--- src/rtl/drumtrig_pkg.sv ---
package drumtrig_pkg;
  typedef enum logic {
    MODE_LATCH = 1'b0,
    MODE_PULSE = 1'b1
  } trig_mode_e;
endpackage

--- src/rtl/drumtrig_ctrl.sv ---
module drumtrig_ctrl
  import drumtrig_pkg::*;
#(
  parameter int NUM_LINES = 8
) (
  input  logic                 clk,
  input  logic                 rst,
  input  logic                 wr_en,
  input  logic [NUM_LINES-1:0] wr_data,
  input  logic                 pulse_mode,
  output logic                 clr_all,
  output logic                 latch_ld,
  output logic [NUM_LINES-1:0] fire_vec
);
  trig_mode_e mode_q;
  trig_mode_e mode_in;
  logic       mode_chg;

  assign mode_in  = trig_mode_e'(pulse_mode);
  assign mode_chg = (mode_in != mode_q);

  always_ff @(posedge clk) begin
    if (rst) mode_q <= MODE_LATCH;
    else     mode_q <= mode_in;
  end

  // a mode switch wins over a write in the same cycle
  always_comb begin
    clr_all  = mode_chg;
    latch_ld = 1'b0;
    fire_vec = '0;
    if (!mode_chg && wr_en) begin
      if (mode_in == MODE_LATCH) latch_ld = 1'b1;
      else                       fire_vec = wr_data;
    end
  end
endmodule

--- src/rtl/drumtrig_lane.sv ---
module drumtrig_lane #(
  parameter int PULSE_CYCLES = 25_000_000,
  localparam int CNT_W = $clog2(PULSE_CYCLES + 1)
) (
  input  logic clk,
  input  logic rst,
  input  logic clr,
  input  logic latch_ld,
  input  logic latch_val,
  input  logic fire,
  output logic trig
);
  logic [CNT_W-1:0] cnt_q;

  always_ff @(posedge clk) begin
    if (rst || clr) begin
      cnt_q <= '0;
      trig  <= 1'b0;
    end else if (latch_ld) begin
      cnt_q <= '0;
      trig  <= latch_val;
    end else if (fire) begin
      cnt_q <= CNT_W'(PULSE_CYCLES);
      trig  <= 1'b1;
    end else if (cnt_q > CNT_W'(1)) begin
      cnt_q <= cnt_q - CNT_W'(1);
    end else if (cnt_q == CNT_W'(1)) begin
      cnt_q <= '0;
      trig  <= 1'b0;
    end
  end
endmodule

--- src/rtl/drumtrig_out.sv ---
module drumtrig_out #(
  parameter int NUM_LINES    = 8,
  parameter int PULSE_CYCLES = 25_000_000 // 200 ms at 125 MHz
) (
  input  logic                 clk,
  input  logic                 rst,
  input  logic                 wr_en,
  input  logic [NUM_LINES-1:0] wr_data,
  input  logic                 pulse_mode,
  output logic [NUM_LINES-1:0] trig
);
  logic                 clr_all;
  logic                 latch_ld;
  logic [NUM_LINES-1:0] fire_vec;

  drumtrig_ctrl #(.NUM_LINES(NUM_LINES)) ctrl_i (
    .clk       (clk),
    .rst       (rst),
    .wr_en     (wr_en),
    .wr_data   (wr_data),
    .pulse_mode(pulse_mode),
    .clr_all   (clr_all),
    .latch_ld  (latch_ld),
    .fire_vec  (fire_vec)
  );

  for (genvar g = 0; g < NUM_LINES; g++) begin : g_lane
    drumtrig_lane #(.PULSE_CYCLES(PULSE_CYCLES)) lane_i (
      .clk      (clk),
      .rst      (rst),
      .clr      (clr_all),
      .latch_ld (latch_ld),
      .latch_val(wr_data[g]),
      .fire     (fire_vec[g]),
      .trig     (trig[g])
    );
  end
endmodule

--- config.mk ---
export PLATFORM = sky130hd
export DESIGN_NAME = drumtrig_out
export DESIGN_NICKNAME = d
export VERILOG_FILES = /design/src/rtl/drumtrig_pkg.sv /design/src/rtl/drumtrig_ctrl.sv /design/src/rtl/drumtrig_lane.sv /design/src/rtl/drumtrig_out.sv
export SDC_FILE = /design/constraint.sdc
export NUM_CORES = 1
export LEC_CHECK = 0
export ABC_CLOCK_PERIOD_IN_PS = 6590
export CAP_MARGIN = 15
export CORE_UTILIZATION = 60
export CTS_BUF_LIST = sky130_fd_sc_hd__clkbuf_8 sky130_fd_sc_hd__clkbuf_16
export DETAILED_ROUTE_END_ITERATION = 8
export DONT_BUFFER_PORTS = 1
export MAX_ROUTING_LAYER = met4
export PLACE_DENSITY = 0.86
export SLEW_MARGIN = 30
export SYNTH_ARGS = -nofsm -noshare
export SYNTH_HDL_FRONTEND = slang
export SYNTH_SLANG_ARGS = --single-unit
--- constraint.sdc ---
create_clock -name clk -period 6.59 [get_ports clk]
set_input_delay 1.6475 -clock clk [delete_from_list [all_inputs] [get_ports clk]]
set_output_delay 1.6475 -clock clk [all_outputs]
set_load 0.1 [all_outputs]
==> results.sh, run 1 <==
export IMPL_fp_dieH_um=131
export IMPL_end_kind="output port"
export IMPL_wl_per_cell_um=14.9
export IMPL_drc_errors=0
export IMPL_final_common_cell="dfxtp_1"
export IMPL_drive_gt1_share_pct=5.32
export IMPL_synth_nets=1208
export IMPL_synth_top_cell_area_share_pct=42.2
export IMPL_tightest_slew_ps=1010
export IMPL_globalplace_congestion=0.890
export IMPL_n_fill_cell=1261
export IMPL_synth_top_cell_by_area="dfxtp_1"
export IMPL_crit_type="flop to output port"
export IMPL_slew_headroom_pct=32.8
export IMPL_dieArea_um2=17100
export IMPL_coreArea_um2=16000
export IMPL_cts_sinks=209
export IMPL_ant_nets=0
export IMPL_cts_tree="yes"
export IMPL_grt_use_total_pct=25.9
export IMPL_period_needed_ps=3140
export IMPL_io_pins=20
export IMPL_synthFlopType="dfxtp_1"
export IMPL_grt_max_degree=36
export IMPL_syn_to_final_growth_pct=8.90
export IMPL_rows=46
export IMPL_setup_viol=0
export IMPL_clkTransAtPathRegs_ps=60
export IMPL_avgSynthCellArea_um2=8.41
export IMPL_cts_hold_buf=0
export IMPL_grt_pass1_wl_um=35500
export IMPL_clk_latency_ps=500
export IMPL_required_ps=4940
export IMPL_max_freq_mhz=319
export IMPL_drv_slew=0
export IMPL_fin_skew_ps=18.1
export IMPL_finalHoldViolCount=0
export IMPL_yosysUniqueCellTypes=60
export IMPL_antenna_found_initial=0
export IMPL_syn_inst=1180
export IMPL_viasPerCell=5.94
export IMPL_multi_input_area_um2=5470
export IMPL_io_buffers=0
export IMPL_synth_async_reset_ratio_pct=0
export IMPL_postCtsSetupRepairBufs=0
export IMPL_totalNegativeSetupSlack_ps=0
export IMPL_synth_area_leaders="dfxtp_1, xnor2_1, nor2_1, xor2_1, a21oi_1"
export IMPL_post_route_period_util_pct=47.6
export IMPL_cts_resized=0
export IMPL_final_cell_mix="dfxtp_1, nor2_1, xnor2_1"
export IMPL_vias=8326
export IMPL_syn_cell_area_um2=9920
export IMPL_dpl_hpwl_um=13900
export IMPL_clk_path_buf_depth=3
export IMPL_cts_made_buffers=22
export IMPL_drtIter0Drc=474
export IMPL_grt_pass1_vias=7811
export IMPL_cp_start_kind="flop"
export IMPL_synth_edff_count=0
export IMPL_ys_seq_area_share_pct=42.2
export IMPL_cts_max_level=1
export IMPL_nets=1197
export IMPL_diodes=0
export IMPL_crit_fanout=2
export IMPL_status="finished, final reports clean"
export IMPL_critical_path_arrival_ps=1490
export IMPL_wirelength_um=20900
export IMPL_start_util_pct=62.0
export IMPL_rsz0062_at_grt="false"
export IMPL_hold_class="flop to flop"
export IMPL_cts_root_buf="clkbuf_16"
export IMPL_yosysWarnings=0
export IMPL_regArea_um2=4190
export IMPL_grt_overflow_total=0
export IMPL_first_pass_iters=6
export IMPL_ys_ff_latch=209
export IMPL_cap_violations=0
export IMPL_die_w_um=131
[worst reg2reg max path, cell delays in order (launching register included)]
cell,delay (ps)
dfxtp_1,350
or4_4,570
or4_4,470
nor3_1,640
a21oi_1,190
nand2_1,370
nor2_1,110
[per-stage QoR]
step | setup WS [ps] | hold slack [ps] | util (%) | cell area [um2] | instances
after floorplan | 3440 | 436 | - | 9920 | 1180
after global placement | 3170 | 449 | 62.8 | 10000 | 1361
after detailed placement | 3090 | 450 | 62.8 | 10000 | 1361
after CTS | 3420 | 458 | 67.5 | 10800 | 1401
after global routing | 3390 | 494 | 67.5 | 10800 | 1401
final | 3450 | 462 | 67.5 | 10800 | 1401
[Yosys cell counts, types with 3 or more instances]
cell type  instances
nand3_1           51
inv_1             26
nor2b_1            8
nand4_1            7
nand3b_1          11
or3b_2             3
and2_1            11
o22ai_1            4
or2_2              5
dfxtp_1          209
o41ai_1            4
nor4bb_1           3
nor4b_1            5
xor2_1            55
nor3b_1            7
a21oi_1           87
nand4b_1           4
nand2b_1           8
or3_1             32
nor4_1            54
nor3_1            65
clkbuf_1          29
buf_4              8
a31oi_1            9
nand2_1           87
xnor2_1           91
ha_1              16
or4_1             28
o21ai_0           53
a32o_1             3
nor2_1           143
o31ai_1            9
and3_1            10
[final timing paths]
check	endpoint	slack (ps)	from	depth (start not counted)
max	trig[7]	3450	g_lane[7].lane_i.trig	0
min	g_lane[1].lane_i.cnt_q[7]	460	g_lane[1].lane_i.cnt_q[7]	2
max reg2reg	g_lane[1].lane_i.cnt_q[15]	3750	g_lane[1].lane_i.cnt_q[9]	6
min reg2reg	g_lane[1].lane_i.cnt_q[7]	460	g_lane[1].lane_i.cnt_q[7]	2
[registers in the layout, summed over array words and instances (netlist names)]
register,cells
g_lane.lane_i.cnt_q,200
g_lane.lane_i.trig,8
ctrl_i.mode_q,1
[logic make-up after synthesis]
logic type      share of synthesized area (%)
flops                                    42.2
fa+ha+maj                                2.02
simple gates                             28.9
buf+inv                                  2.85
xor+xnor                                 12.9
compound gates                           10.8
mux                                     0.315
[per-layer routing]
metal  vias to the layer above  global-route usage (%)  wire (um)
met1                      3918                    31.5       9250
met5                         -                       -          0
met2                       201                    43.8       9970
li1                       4171                       -          -
met3                        36                    4.60       1200
met4                         0                    7.51        463
[final cells by class]
type / instances / area share [%]
multi-input cells: 906 / 50.6
clock inverters: 9 / 0.614
flip-flops and latches: 209 / 38.8
repair buffers: 4 / 0.278
inverters: 26 / 0.903
well taps: 216 / 2.50
clock buffers: 31 / 6.35
Power of run 1 is not shown: default switching activity piles up to over one toggle a cycle in this logic, so the estimate is an artifact.
==> run 2: changes to the inputs <==
Settings changed: ABC_CLOCK_PERIOD_IN_PS 6590 to 2800, CORE_UTILIZATION 60 to 58.
Clock period 6.59 ns to 2.8 ns, I/O delays scaled along.
==> results.sh, run 2 (same netlist as run 1, synthesis figures left out) <==
export IMPL_status="finished, final reports clean"
export IMPL_final_cell_mix="dfxtp_1, nor2_1, xnor2_1"
export IMPL_wl_per_cell_um=14.5
export IMPL_grt_use_total_pct=24.8
export IMPL_cts_hold_buf=0
export IMPL_cts_root_buf="clkbuf_16"
export IMPL_ant_nets=0
export IMPL_cts_max_level=1
export IMPL_setup_viol=0
export IMPL_reg2reg_from="g_lane[1].lane_i.cnt_q[0]"
export IMPL_top_register="g_lane.lane_i.cnt_q"
export IMPL_required_ps=3190
export IMPL_crit_fanout=5
export IMPL_globalplace_congestion=0.911
export IMPL_finalHoldViolCount=0
export IMPL_vias=8435
export IMPL_totalNegativeSetupSlack_ps=0
export IMPL_start_util_pct=59.6
export IMPL_clk_path_buf_depth=3
export IMPL_coreArea_um2=16600
export IMPL_final_common_cell="dfxtp_1"
export IMPL_clk_latency_ps=510
export IMPL_whs_path_depth=1
export IMPL_grt_max_degree=25
export IMPL_n_fill_cell=1279
export IMPL_grt_overflow_total=0
export IMPL_rows=47
export IMPL_max_freq_mhz=377
export IMPL_diodes=0
export IMPL_slew_headroom_pct=50.8
export IMPL_rsz0062_at_grt="false"
export IMPL_fp_dieH_um=133
export IMPL_grt_pass1_vias=7939
export IMPL_cts_resized=0
export IMPL_largest_reg_flops=200
export IMPL_io_pins=20
export IMPL_crit_type="flop to flop"
export IMPL_cts_made_buffers=22
export IMPL_cts_sinks=209
export IMPL_die_w_um=133
export IMPL_hold_class="input port to flop"
export IMPL_hp_start="rst"
export IMPL_drtIter0Drc=575
export IMPL_dpl_hpwl_um=14200
export IMPL_clkTransAtPathRegs_ps=60
export IMPL_nets=1230
export IMPL_syn_to_final_growth_pct=11.3
export IMPL_drive_gt1_share_pct=7.41
export IMPL_critical_path_arrival_ps=3040
export IMPL_wirelength_um=20800
export IMPL_grt_pass1_wl_um=35800
export IMPL_drc_errors=0
export IMPL_cts_tree="yes"
export IMPL_post_route_period_util_pct=94.8
export IMPL_end_kind="flop"
export IMPL_reg_top3="g_lane.lane_i.cnt_q: 200 flops, g_lane.lane_i.trig: 8 flops, ctrl_i.mode_q: 1 flops"
export IMPL_viasPerCell=5.88
export IMPL_postCtsSetupRepairBufs=0
export IMPL_period_needed_ps=2650
export IMPL_dieArea_um2=17600
export IMPL_drv_slew=0
export IMPL_first_pass_iters=6
export IMPL_cp_start_kind="flop"
export IMPL_fin_skew_ps=7.42
export IMPL_rr_worst_depth=8
export IMPL_final_cells=1435
export IMPL_cap_violations=0
export IMPL_dpl_cell_count=1398
export IMPL_r2r_end="g_lane[1].lane_i.cnt_q[22]"
export IMPL_r2r_slack_ps=150
export IMPL_tightest_slew_ps=730
export IMPL_io_buffers=0
export IMPL_hold_path_endpoint="ctrl_i.mode_q"
export IMPL_antenna_found_initial=0
run 2: cell types whose count changed in the layout (fill, tap and decap cells not counted), sizes merged:
cell,before,now
buf,4,37
clkbuf,31,27
bufinv,1,2
clkinvlp,0,1
inv,29,28
run 2: area by class of cell:
cell class                      instances  area, um2  share of cell area (%)
Clock inverter                         10        100                   0.906
Timing Repair Buffer                   37        290                    2.63
Multi-Input combinational cell        906       5470                    49.5
Clock buffer                           27        631                    5.71
Sequential cell                       209       4180                    37.9
Inverter                               26       97.6                   0.883
Tap cell                              220        275                    2.49
run 2: worst max-delay path by stage:
stage / startpoint / to / slack, ps / depth (start not counted)
3_3_place_gp: g_lane[1].lane_i.cnt_q[0] / g_lane[1].lane_i.cnt_q[22] / 240 / 8
5_1_grt: g_lane[1].lane_i.cnt_q[0] / g_lane[1].lane_i.cnt_q[22] / 40 / 8
4_1_cts: g_lane[1].lane_i.cnt_q[0] / g_lane[1].lane_i.cnt_q[22] / 150 / 8
2_1_floorplan: g_lane[1].lane_i.cnt_q[9] / g_lane[1].lane_i.cnt_q[22] / 220 / 7
3_5_place_dp: g_lane[1].lane_i.cnt_q[0] / g_lane[1].lane_i.cnt_q[22] / 150 / 8
6_report: g_lane[1].lane_i.cnt_q[0] / g_lane[1].lane_i.cnt_q[22] / 150 / 8
run 2: critical path: stages, from the launching register on:
cell and delay, ps:
dfxtp_1 330, inv_1 70, ha_1 160, or3b_2 500, or3_1 420, or3_4 380
or4_1 420, xor2_1 190, a21oi_2 70
run 2: layer usage:
layer	track usage [%]	wire length [um]	vias up
li1	-	-	4250
met1	29.5	9220	3930
met2	41.9	10100	213
met3	3.95	1050	42
met4	9.20	496	0
met5	-	0	-
run 2: per-stage QoR:
| step | util (%) | hold slack, ps | worst slack [ps] | instance area (um2) |
|---|---|---|---|---|
| global route | 66.4 | 252 | 43.5 | 11000 |
| global placement | 62.0 | 447 | 242 | 10300 |
| CTS | 66.4 | 251 | 151 | 11000 |
| floorplan | - | 436 | 222 | 9920 |
| finish | 66.4 | 260 | 146 | 11000 |
| detailed placement | 62.0 | 462 | 148 | 10300 |
Power of run 2 is left out for the same reason.
==> run 3: changes to the inputs <==
Settings changed: SYNTH_HIERARCHICAL from default to 1.
==> results.sh, run 3 <==
export IMPL_synth_compound_area_share_pct=16.1
export IMPL_cts_made_buffers=24
export IMPL_status="finished, final reports clean"
export IMPL_dieArea_um2=20000
export IMPL_synthAdderAreaFrac_pct=1.77
export IMPL_synthFlopType="dfxtp_1"
export IMPL_crit_top_cell="or4_4"
export IMPL_crit_fanout=6
export IMPL_worst_path_max_delay_cell="or4_4"
export IMPL_clk_path_buf_depth=3
export IMPL_grt_overflow_total=0
export IMPL_max_stage_delay_ps=570
export IMPL_postCtsSetupRepairBufs=0
export IMPL_grt_use_total_pct=26.5
export IMPL_hold_class="input port to flop"
export IMPL_critPathTopFamily="simple AND/OR/NAND/NOR gates"
export IMPL_crit_type="flop to flop"
export IMPL_totalNegativeSetupSlack_ps=0
export IMPL_vias=9857
export IMPL_worst_path_buf_inv=0
export IMPL_final_cell_mix="dfxtp_1, nor2_1, xnor2_1"
export IMPL_syn_cell_area_um2=11300
export IMPL_grt_pass1_vias=9344
export IMPL_synth_top_cell_area_share_pct=37.0
export IMPL_drtIter0Drc=754
export IMPL_period_needed_ps=2570
export IMPL_synth_nets=1310
export IMPL_cts_hold_buf=0
export IMPL_drc_errors=0
export IMPL_ant_nets=0
export IMPL_grt_max_degree=22
export IMPL_critical_path_arrival_ps=2930
export IMPL_top_register="g_lane.lane_i/cnt_q"
export IMPL_rows=50
export IMPL_rsz0062_at_grt="false"
export IMPL_whs_ps=248
export IMPL_clk_latency_ps=530
export IMPL_io_buffers=0
export IMPL_crit_chain="or4_4 > or4_4 > or4_4 > a211oi_1 > a2111oi_0"
export IMPL_globalplace_congestion=0.923
export IMPL_end_kind="flop"
export IMPL_path_depth=5
export IMPL_required_ps=3150
export IMPL_busiest_layer="met2"
export IMPL_syn_inst=1282
export IMPL_synth_top_cell_by_area="dfxtp_1"
export IMPL_fin_skew_ps=18.2
export IMPL_cts_tree="yes"
export IMPL_nets=1313
export IMPL_grt_use_met2_pct=44.0
export IMPL_drive_gt1_share_pct=12.5
export IMPL_antenna_found_initial=0
export IMPL_rr_worst_depth=5
export IMPL_wl_per_cell_um=16.6
export IMPL_viasPerCell=6.31
export IMPL_yosysUniqueCellTypes=57
export IMPL_synth_area_leaders="dfxtp_1, xnor2_1, nor2_1, nor4_1, o21ai_0"
export IMPL_synth_edff_count=0
export IMPL_place_area_um2=11600
export IMPL_ys_ff_latch=209
export IMPL_grt_pass1_wl_um=43600
export IMPL_ys_seq_area_share_pct=37.0
export IMPL_synthMuxAreaShare_pct=0.709
export IMPL_ys_top_cells_by_count="dfxtp_1, nor2_1, xnor2_1"
export IMPL_synth_xor_area_share_pct=10.0
export IMPL_clkTransAtPathRegs_ps=60
export IMPL_fp_dieH_um=142
export IMPL_cts_resized=0
export IMPL_avgSynthCellArea_um2=8.82
export IMPL_cts_max_level=1
export IMPL_max_freq_mhz=388
export IMPL_tightest_slew_ps=962
export IMPL_cts_root_buf="clkbuf_16"
export IMPL_cap_violations=0
export IMPL_io_pins=20
export IMPL_final_common_cell="dfxtp_1"
export IMPL_setup_viol=0
export IMPL_die_w_um=142
export IMPL_finalHoldViolCount=0
export IMPL_synth_async_reset_ratio_pct=0
export IMPL_start_util_pct=59.8
export IMPL_dpl_hpwl_um=17600
export IMPL_grt_use_met1_pct=33.0
export IMPL_design_area_um2=12400
export IMPL_largest_reg_flops=200
export IMPL_coreArea_um2=18900
export IMPL_yosys_area_share_simple_pct=31.1
export IMPL_first_pass_iters=6
export IMPL_reg_top3="g_lane.lane_i/cnt_q: 200 flops, g_lane.lane_i/trig: 8 flops, ctrl_i/mode_q: 1 flops"
export IMPL_post_route_period_util_pct=92.0
export IMPL_cts_sinks=209
export IMPL_drv_slew=0
export IMPL_wirelength_um=25900
export IMPL_diodes=0
export IMPL_yosysWarnings=6
export IMPL_cp_start_kind="flop"
export IMPL_syn_to_final_growth_pct=9.74
export IMPL_synth_most_common_cell="dfxtp_1"
export IMPL_whs_path_depth=1
export IMPL_slew_headroom_pct=35.8
export IMPL_use_met3_pct=3.34
export IMPL_synth_top_family_by_area="simple AND/OR/NAND/NOR gates"
run 3: changes by cell type in the layout (fill, tap and decap cells not counted), moves of 15 or more:
cell	delta
a21oi_1	-51
or4_4	+18
nand2_1	-27
or2_2	+15
a211oi_1	+20
nand3_1	-27
nand4_1	+29
xor2_1	-23
run 3: logic make-up (layout without fill, tap and decap cells):
group,count (synthesis),count (layout)
simple gates,594,594
compound gates,244,244
mux,8,8
xor+xnor,129,129
flops,209,209
buf+inv,82,101
fa+ha+maj,16,16
run 3: area by class of cell:
type | count | area, um2
clock buffer | 29 | 669
fill | 1515 | 6490
sequential | 209 | 4180
clock inverter | 13 | 129
multi-input combinational | 991 | 6760
tap | 260 | 325
inverter | 28 | 105
timing repair buffer | 31 | 233
run 3: metal layers:
metal,vias up,wire (um),share of wire (%)
li1,4808,-,-
met5,-,0,0
met2,359,12600,48
met1,4617,11100,43
met4,0,689,2.7
met3,73,1540,5.9
run 3: path summary, 6_finish.rpt:
path	from	to	slack, ps
setup / recovery	g_lane[1].lane_i/cnt_q[12]	g_lane[1].lane_i/trig	230
hold / removal	rst	ctrl_i/mode_q	250
setup reg to reg	g_lane[1].lane_i/cnt_q[12]	g_lane[1].lane_i/trig	230
hold reg to reg	g_lane[2].lane_i/cnt_q[7]	g_lane[2].lane_i/cnt_q[7]	470
run 3: metrics by stage:
| step | std cells | util, % | setup slack (ps) |
|---|---|---|---|
| after detailed placement | 1519 | 61.4 | 263 |
| after global placement | 1519 | 61.4 | 312 |
| after floorplan | 1282 | - | 14.8 |
| final | 1561 | 65.6 | 225 |
| after CTS | 1561 | 65.6 | 250 |
| after global routing | 1561 | 65.6 | 98.7 |
run 3: worst reg2reg max path, delay by kind of cell (launching register included):
| family | cells | cell delay (ps) |
|---|---|---|
| flip-flops | 1 | 360 |
| AO/OA/AOI/OAI | 2 | 360 |
| AND/OR/NAND/NOR | 3 | 1690 |
Power of run 3 is left out for the same reason.
